`config.mk`:
```
export PLATFORM = sky130hd
export DESIGN_NAME = wake_ctl
export DESIGN_NICKNAME = d
export VERILOG_FILES = /design/src/rtl/wake_ctl.sv
export SDC_FILE = /design/constraint.sdc
export NUM_CORES = 1
export LEC_CHECK = 0
export CAP_MARGIN = 15
export CELL_PAD_IN_SITES_DETAIL_PLACEMENT = 0
export CELL_PAD_IN_SITES_GLOBAL_PLACEMENT = 1
export CORE_MARGIN = 2
export CORE_UTILIZATION = 35
export CTS_BUF_LIST = sky130_fd_sc_hd__clkbuf_8
export DETAILED_ROUTE_END_ITERATION = 6
export DONT_BUFFER_PORTS = 1
export MAX_ROUTING_LAYER = met4
export PLACE_DENSITY = 0.62
export SETUP_SLACK_MARGIN = 0.1
export SYNTH_ARGS = -nofsm -noshare
export SYNTH_HDL_FRONTEND = slang
export SYNTH_SLANG_ARGS = --single-unit
```
`constraint.sdc`:
```
create_clock -name clk -period 4.9 [get_ports clk]
set_clock_uncertainty 0.1 [all_clocks]
set_input_delay 0.49 -clock clk [delete_from_list [all_inputs] [get_ports clk]]
set_output_delay 0.49 -clock clk [all_outputs]
set_load 0.02 [all_outputs]
```
`src/rtl/wake_ctl.sv`:
```
module wake_ctl #(
  parameter int PINS = 8,
  parameter int NIRQ = 4
) (
  input  logic            clk,
  input  logic            rst_n,
  input  logic [PINS-1:0] port_in,
  input  logic [PINS-1:0] pin_wake_en,
  input  logic [NIRQ-1:0] irq_flag,
  input  logic [NIRQ-1:0] irq_en,
  input  logic            gie,
  input  logic            stack_full,
  input  logic            halt_req,
  output logic            wake,
  output logic            vector_irq,
  output logic            resume_next,
  output logic            irq_pending,
  output logic            asleep
);
  logic [PINS-1:0] sync1, sync2, prev;
  logic [NIRQ-1:0] blocked;
  logic            sleep_q;

  wire [PINS-1:0] fall     = prev & ~sync2 & pin_wake_en;
  wire [NIRQ-1:0] fresh    = irq_flag & ~blocked;
  wire            can_take = gie & ~stack_full;
  wire            serve    = can_take & (|(fresh & irq_en));
  wire            wake_now = sleep_q & ((|fall) | (|fresh));

  always_ff @(posedge clk) begin
    if (!rst_n) begin
      sync1       <= '0;
      sync2       <= '0;
      prev        <= '0;
      blocked     <= '0;
      sleep_q     <= 1'b0;
      wake        <= 1'b0;
      vector_irq  <= 1'b0;
      resume_next <= 1'b0;
    end else begin
      sync1       <= port_in;
      sync2       <= sync1;
      prev        <= sync2;
      wake        <= wake_now;
      vector_irq  <= wake_now & serve;
      resume_next <= wake_now & ~serve;
      if (!sleep_q && halt_req) begin
        sleep_q <= 1'b1;
        blocked <= irq_flag;
      end else if (wake_now) begin
        sleep_q <= 1'b0;
        blocked <= '0;
      end
    end
  end

  assign asleep      = sleep_q;
  assign irq_pending = |(irq_flag & ~({NIRQ{can_take}} & irq_en));

  p_halt_r2: assert property (@(posedge clk) disable iff (!rst_n)
    (!asleep && halt_req) |=> asleep);
  p_no_run_wake_r2: assert property (@(posedge clk) disable iff (!rst_n)
    (!asleep && !halt_req) |=> !wake);
  p_vector_ok_r6: assert property (@(posedge clk) disable iff (!rst_n)
    vector_irq |-> $past(gie && !stack_full));
  p_pulse_r10: assert property (@(posedge clk) disable iff (!rst_n)
    wake |=> !wake);
  p_one_action_r10: assert property (@(posedge clk) disable iff (!rst_n)
    wake |-> ($countones({vector_irq, resume_next}) == 1 && !asleep));
  p_quiet_r10: assert property (@(posedge clk) disable iff (!rst_n)
    !wake |-> (!vector_irq && !resume_next));
endmodule

```
==> PnR_summary.wiki <==
{| class="wikitable"
! Metric !! Value
|-
| Result of the run || complete, no violations
|-
| Total overflow reported by the global router || 0
|-
| Count of input and output buffers || 0
|-
| Dominant cell type by area after synthesis || sky130_fd_sc_hd__dfxtp_1
|-
| Setup Viol. Count Final || 0
|-
| # DRC || 0
|-
| Mean area per synthesized cell || about 10 um2
|-
| Final weighted congestion in routability-driven placement || around 0.79
|-
| Total power after layout || about 500 uW
|-
| Hold path cells || 1
|-
| Worst hold slack || 235.0 ps
|-
| Root Buffer || sky130_fd_sc_hd__clkbuf_8
|-
| Wire length per cell || approximately 11 um
|-
| Core Region || between 3000 and 4000 um2
|-
| Mapped Area || 1121 um2
|-
| Via total after detailed routing || between 700 and 800
|-
| Arrival @ worst endpoint || between 1500 and 2000 ps
|-
| FF-to-FF setup slack || 3010 ps
|-
| Count of unique library cells instantiated by Yosys || 23
|-
| Yosys top cell area share || 57.14%
|-
| H-tree lvl count || 2
|-
| Max-slew violation total from the final report || 0
|-
| Relative slew slack || about 73%
|-
| Fraction of the yosys area taken by sequential cells || ~57%
|-
| 1st-iter DRT viols || 21
|-
| Vias in the first global route || 658
|-
| Leakage power figure || approximately 0.49 nW
|-
| Classification of the worst-slack hold path || primary input to flip-flop
|-
| Shortest period the worst path allows || 1894 ps
|-
| Top cells by area in the synthesized netlist || sky130_fd_sc_hd__dfxtp_1, sky130_fd_sc_hd__and2_1, sky130_fd_sc_hd__nand2_1
|-
| Number of buffers inserted to repair setup after CTS || 0
|-
| Global-route wire length before repair || between 2000 and 3000 um
|-
| Die outline width || roughly 60 um
|-
| Number of I/O pins || 34
|-
| Antenna violation net count after detailed routing || 0
|-
| Layout overhead on the synthesized area || 12.28%
|-
| Number of maximum-capacitance violations || 0
|-
| Class of the most critical setup path || flip-flop to flip-flop
|-
| Clk sinks || 32
|-
| Number of inserted diodes || 0
|-
| Number of buffers created by CTS || 5
|-
| Synth Net Count || 138
|-
| Total wire length || 1798 um
|-
| Kind of start point of the critical path || flip-flop
|-
| First drt pass iteration count || 4
|-
| Unrepaired setup endpoints after global routing || false
|-
| Worst Setup SP || blocked[0]
|-
| Fin. Hold Viols || 0
|-
| Net count of the finished layout || about 140
|-
| Hold wc startpoint || rst_n
|-
| Number of cells traversed by the worst register-to-register path || 5
|-
| Worst-case hold path end point || sync1[7]
|-
| Half-perimeter wire length after detailed placement || between 1000 and 1500 um
|-
| Flip-flop and latch count after synthesis || 32
|-
| Initial cell density of the core || 36.72%
|-
| Fraction of layout instances using a drive strength above 1 || 10.43%
|-
| Transition time at the pin with the least slew margin || between 400 and 500 ps
|-
| Clock slew seen by the registers of the worst setup and hold paths || around 60 ps
|-
| Number of warnings issued by yosys || 0
|-
| Global-route usage over all layers || about an eighth
|-
| Largest buffer count on any clock path || 2
|-
| Area enclosed by the die boundary || ~3700 um2
|-
| Total non-filler cell area in the finished layout || roughly 1300 um2
|-
| Die Height || between 60 and 70 um
|-
| Instance count of the mapped netlist || between 100 and 150
|-
| Areal power density over the cells || slightly below 400 nW/um2
|-
| Worst r2r dst || blocked[1]
|-
| Peak VDD IR || 0.1942 mV
|-
| CTS tree || done
|-
| Final cycle utilization of the critical path || 38.65%
|-
| Fin Setup TNS || 0 ps
|-
| # hold bufs at CTS || 0
|-
| Floorplan row count || 20
|-
| Maximum number of pins on one net before global-route repair || 27
|-
| Required time of the critical path || approximately 5000 ps
|-
| Launching point of the worst reg2reg path || blocked[0]
|-
| Number of resized instances in the post-cts repair step || 0
|-
| Clock latency on the worst-skew pair || 270 ps
|-
| Area post-placement || between 1000 and 1500 um2
|-
| Initial antenna violation count || 0
|-
| Worst-path fanout max || 4
|-
| Via density || approximately 4.5
|-
| Achievable Freq || 528.0 MHz
|-
| Kind of end point of the critical path || flip-flop
|}
## cell families (layout without fill, tap and decap cells)
logic type      after synthesis  in the layout  share of synthesized area, %
compound gates               15             15                         9.153
simple gates                 57             57                         31.47
buf+inv                       4             10                         1.340
flops                        32             32                         57.14
mux                           1              1                        0.8929
## sequential cells by signal, summed over array words and instances (netlist names)
name / count
asleep: 1
blocked: 4
prev: 8
resume_next: 1
sync1: 8
sync2: 8
vector_irq: 1
wake: 1
## how the worst max path moves through the flow
stage,end,slack [ps]
CTS,blocked[0],2970
finish,blocked[1],3010
global placement,blocked[0],2890
detailed placement,blocked[0],2810
global route,blocked[1],2870
floorplan,blocked[2],2950
## cell type report
type                    instances  area (um2)
clock buffers                   6       82.58
clock inverters                 2       7.507
fillers                       321        1794
inverters                       2       7.507
multi-input cells              73       465.4
flip-flops and latches         32       640.6
well taps                      44       55.05
## cell usage after synthesis, drive strengths merged
cell,instances
a21boi,1
a21oi,4
a22oi,4
a311oi,3
a31oi,1
and2,25
and2b,2
clkbuf,2
dfxtp,32
inv,2
mux2i,1
nand2,14
nand3b,4
nand4,1
nor2,3
nor2b,5
nor4,1
o22ai,2
or2,1
or4,1
## per-layer routing
| layer | share of wire [%] | wire length, um | GRT usage, % | up-vias |
|---|---|---|---|---|
| met5 | 0 | 0 | - | - |
| met4 | 0.83 | 15 | 7.453 | 0 |
| met3 | 13 | 227 | 7.249 | 2 |
| met2 | 45 | 815 | 17.05 | 28 |
| met1 | 41 | 739 | 12.30 | 306 |
| li1 | - | - | - | 376 |
## metrics by stage
stage | utilization [%] | setup WS [ps] | cells
after CTS | 41.23 | 2973 | 159
after global routing | 41.23 | 2866 | 159
after detailed placement | 38.28 | 2810 | 151
final | 41.23 | 3006 | 159
after floorplan | - | 2951 | 109
after global placement | 38.28 | 2890 | 151
## placed cells by master, fill, tap and decap left out
| cell | count |
|---|---|
| sky130_fd_sc_hd__inv_1 | 4 |
| sky130_fd_sc_hd__nor2b_1 | 4 |
| sky130_fd_sc_hd__nand2_2 | 1 |
| sky130_fd_sc_hd__and2b_2 | 1 |
| sky130_fd_sc_hd__a31oi_1 | 1 |
| sky130_fd_sc_hd__nand2_1 | 13 |
| sky130_fd_sc_hd__and2_1 | 25 |
| sky130_fd_sc_hd__a311oi_1 | 3 |
| sky130_fd_sc_hd__nand3b_1 | 4 |
| sky130_fd_sc_hd__mux2i_1 | 1 |
| sky130_fd_sc_hd__nor2b_4 | 1 |
| sky130_fd_sc_hd__a22oi_1 | 4 |
| sky130_fd_sc_hd__and2b_1 | 1 |
| sky130_fd_sc_hd__dfxtp_1 | 32 |
| sky130_fd_sc_hd__or4_4 | 1 |
| sky130_fd_sc_hd__nor2_1 | 3 |
| sky130_fd_sc_hd__clkbuf_8 | 6 |
| sky130_fd_sc_hd__nor4_4 | 1 |
| sky130_fd_sc_hd__nand4_1 | 1 |
| sky130_fd_sc_hd__a21oi_1 | 4 |
| sky130_fd_sc_hd__a21boi_0 | 1 |
| sky130_fd_sc_hd__o22ai_1 | 2 |
| sky130_fd_sc_hd__or2_2 | 1 |
## critical path, cell delays in order, from the launching register on
cell                       delay, ps
sky130_fd_sc_hd__dfxtp_1         320
sky130_fd_sc_hd__and2b_2         230
sky130_fd_sc_hd__or4_4           440
sky130_fd_sc_hd__nor4_4          350
sky130_fd_sc_hd__nand2_2         120
sky130_fd_sc_hd__a311oi_1        240
## where the power goes
part	switching, mW	internal (mW)	total (mW)	leakage [nW]
Combinational	0.0108	0.0134	0.0242	0.178
Sequential	0.00586	0.271	0.277	0.263
Clock	0.0835	0.110	0.193	0.0538
(Power assumes the default switching activity.)
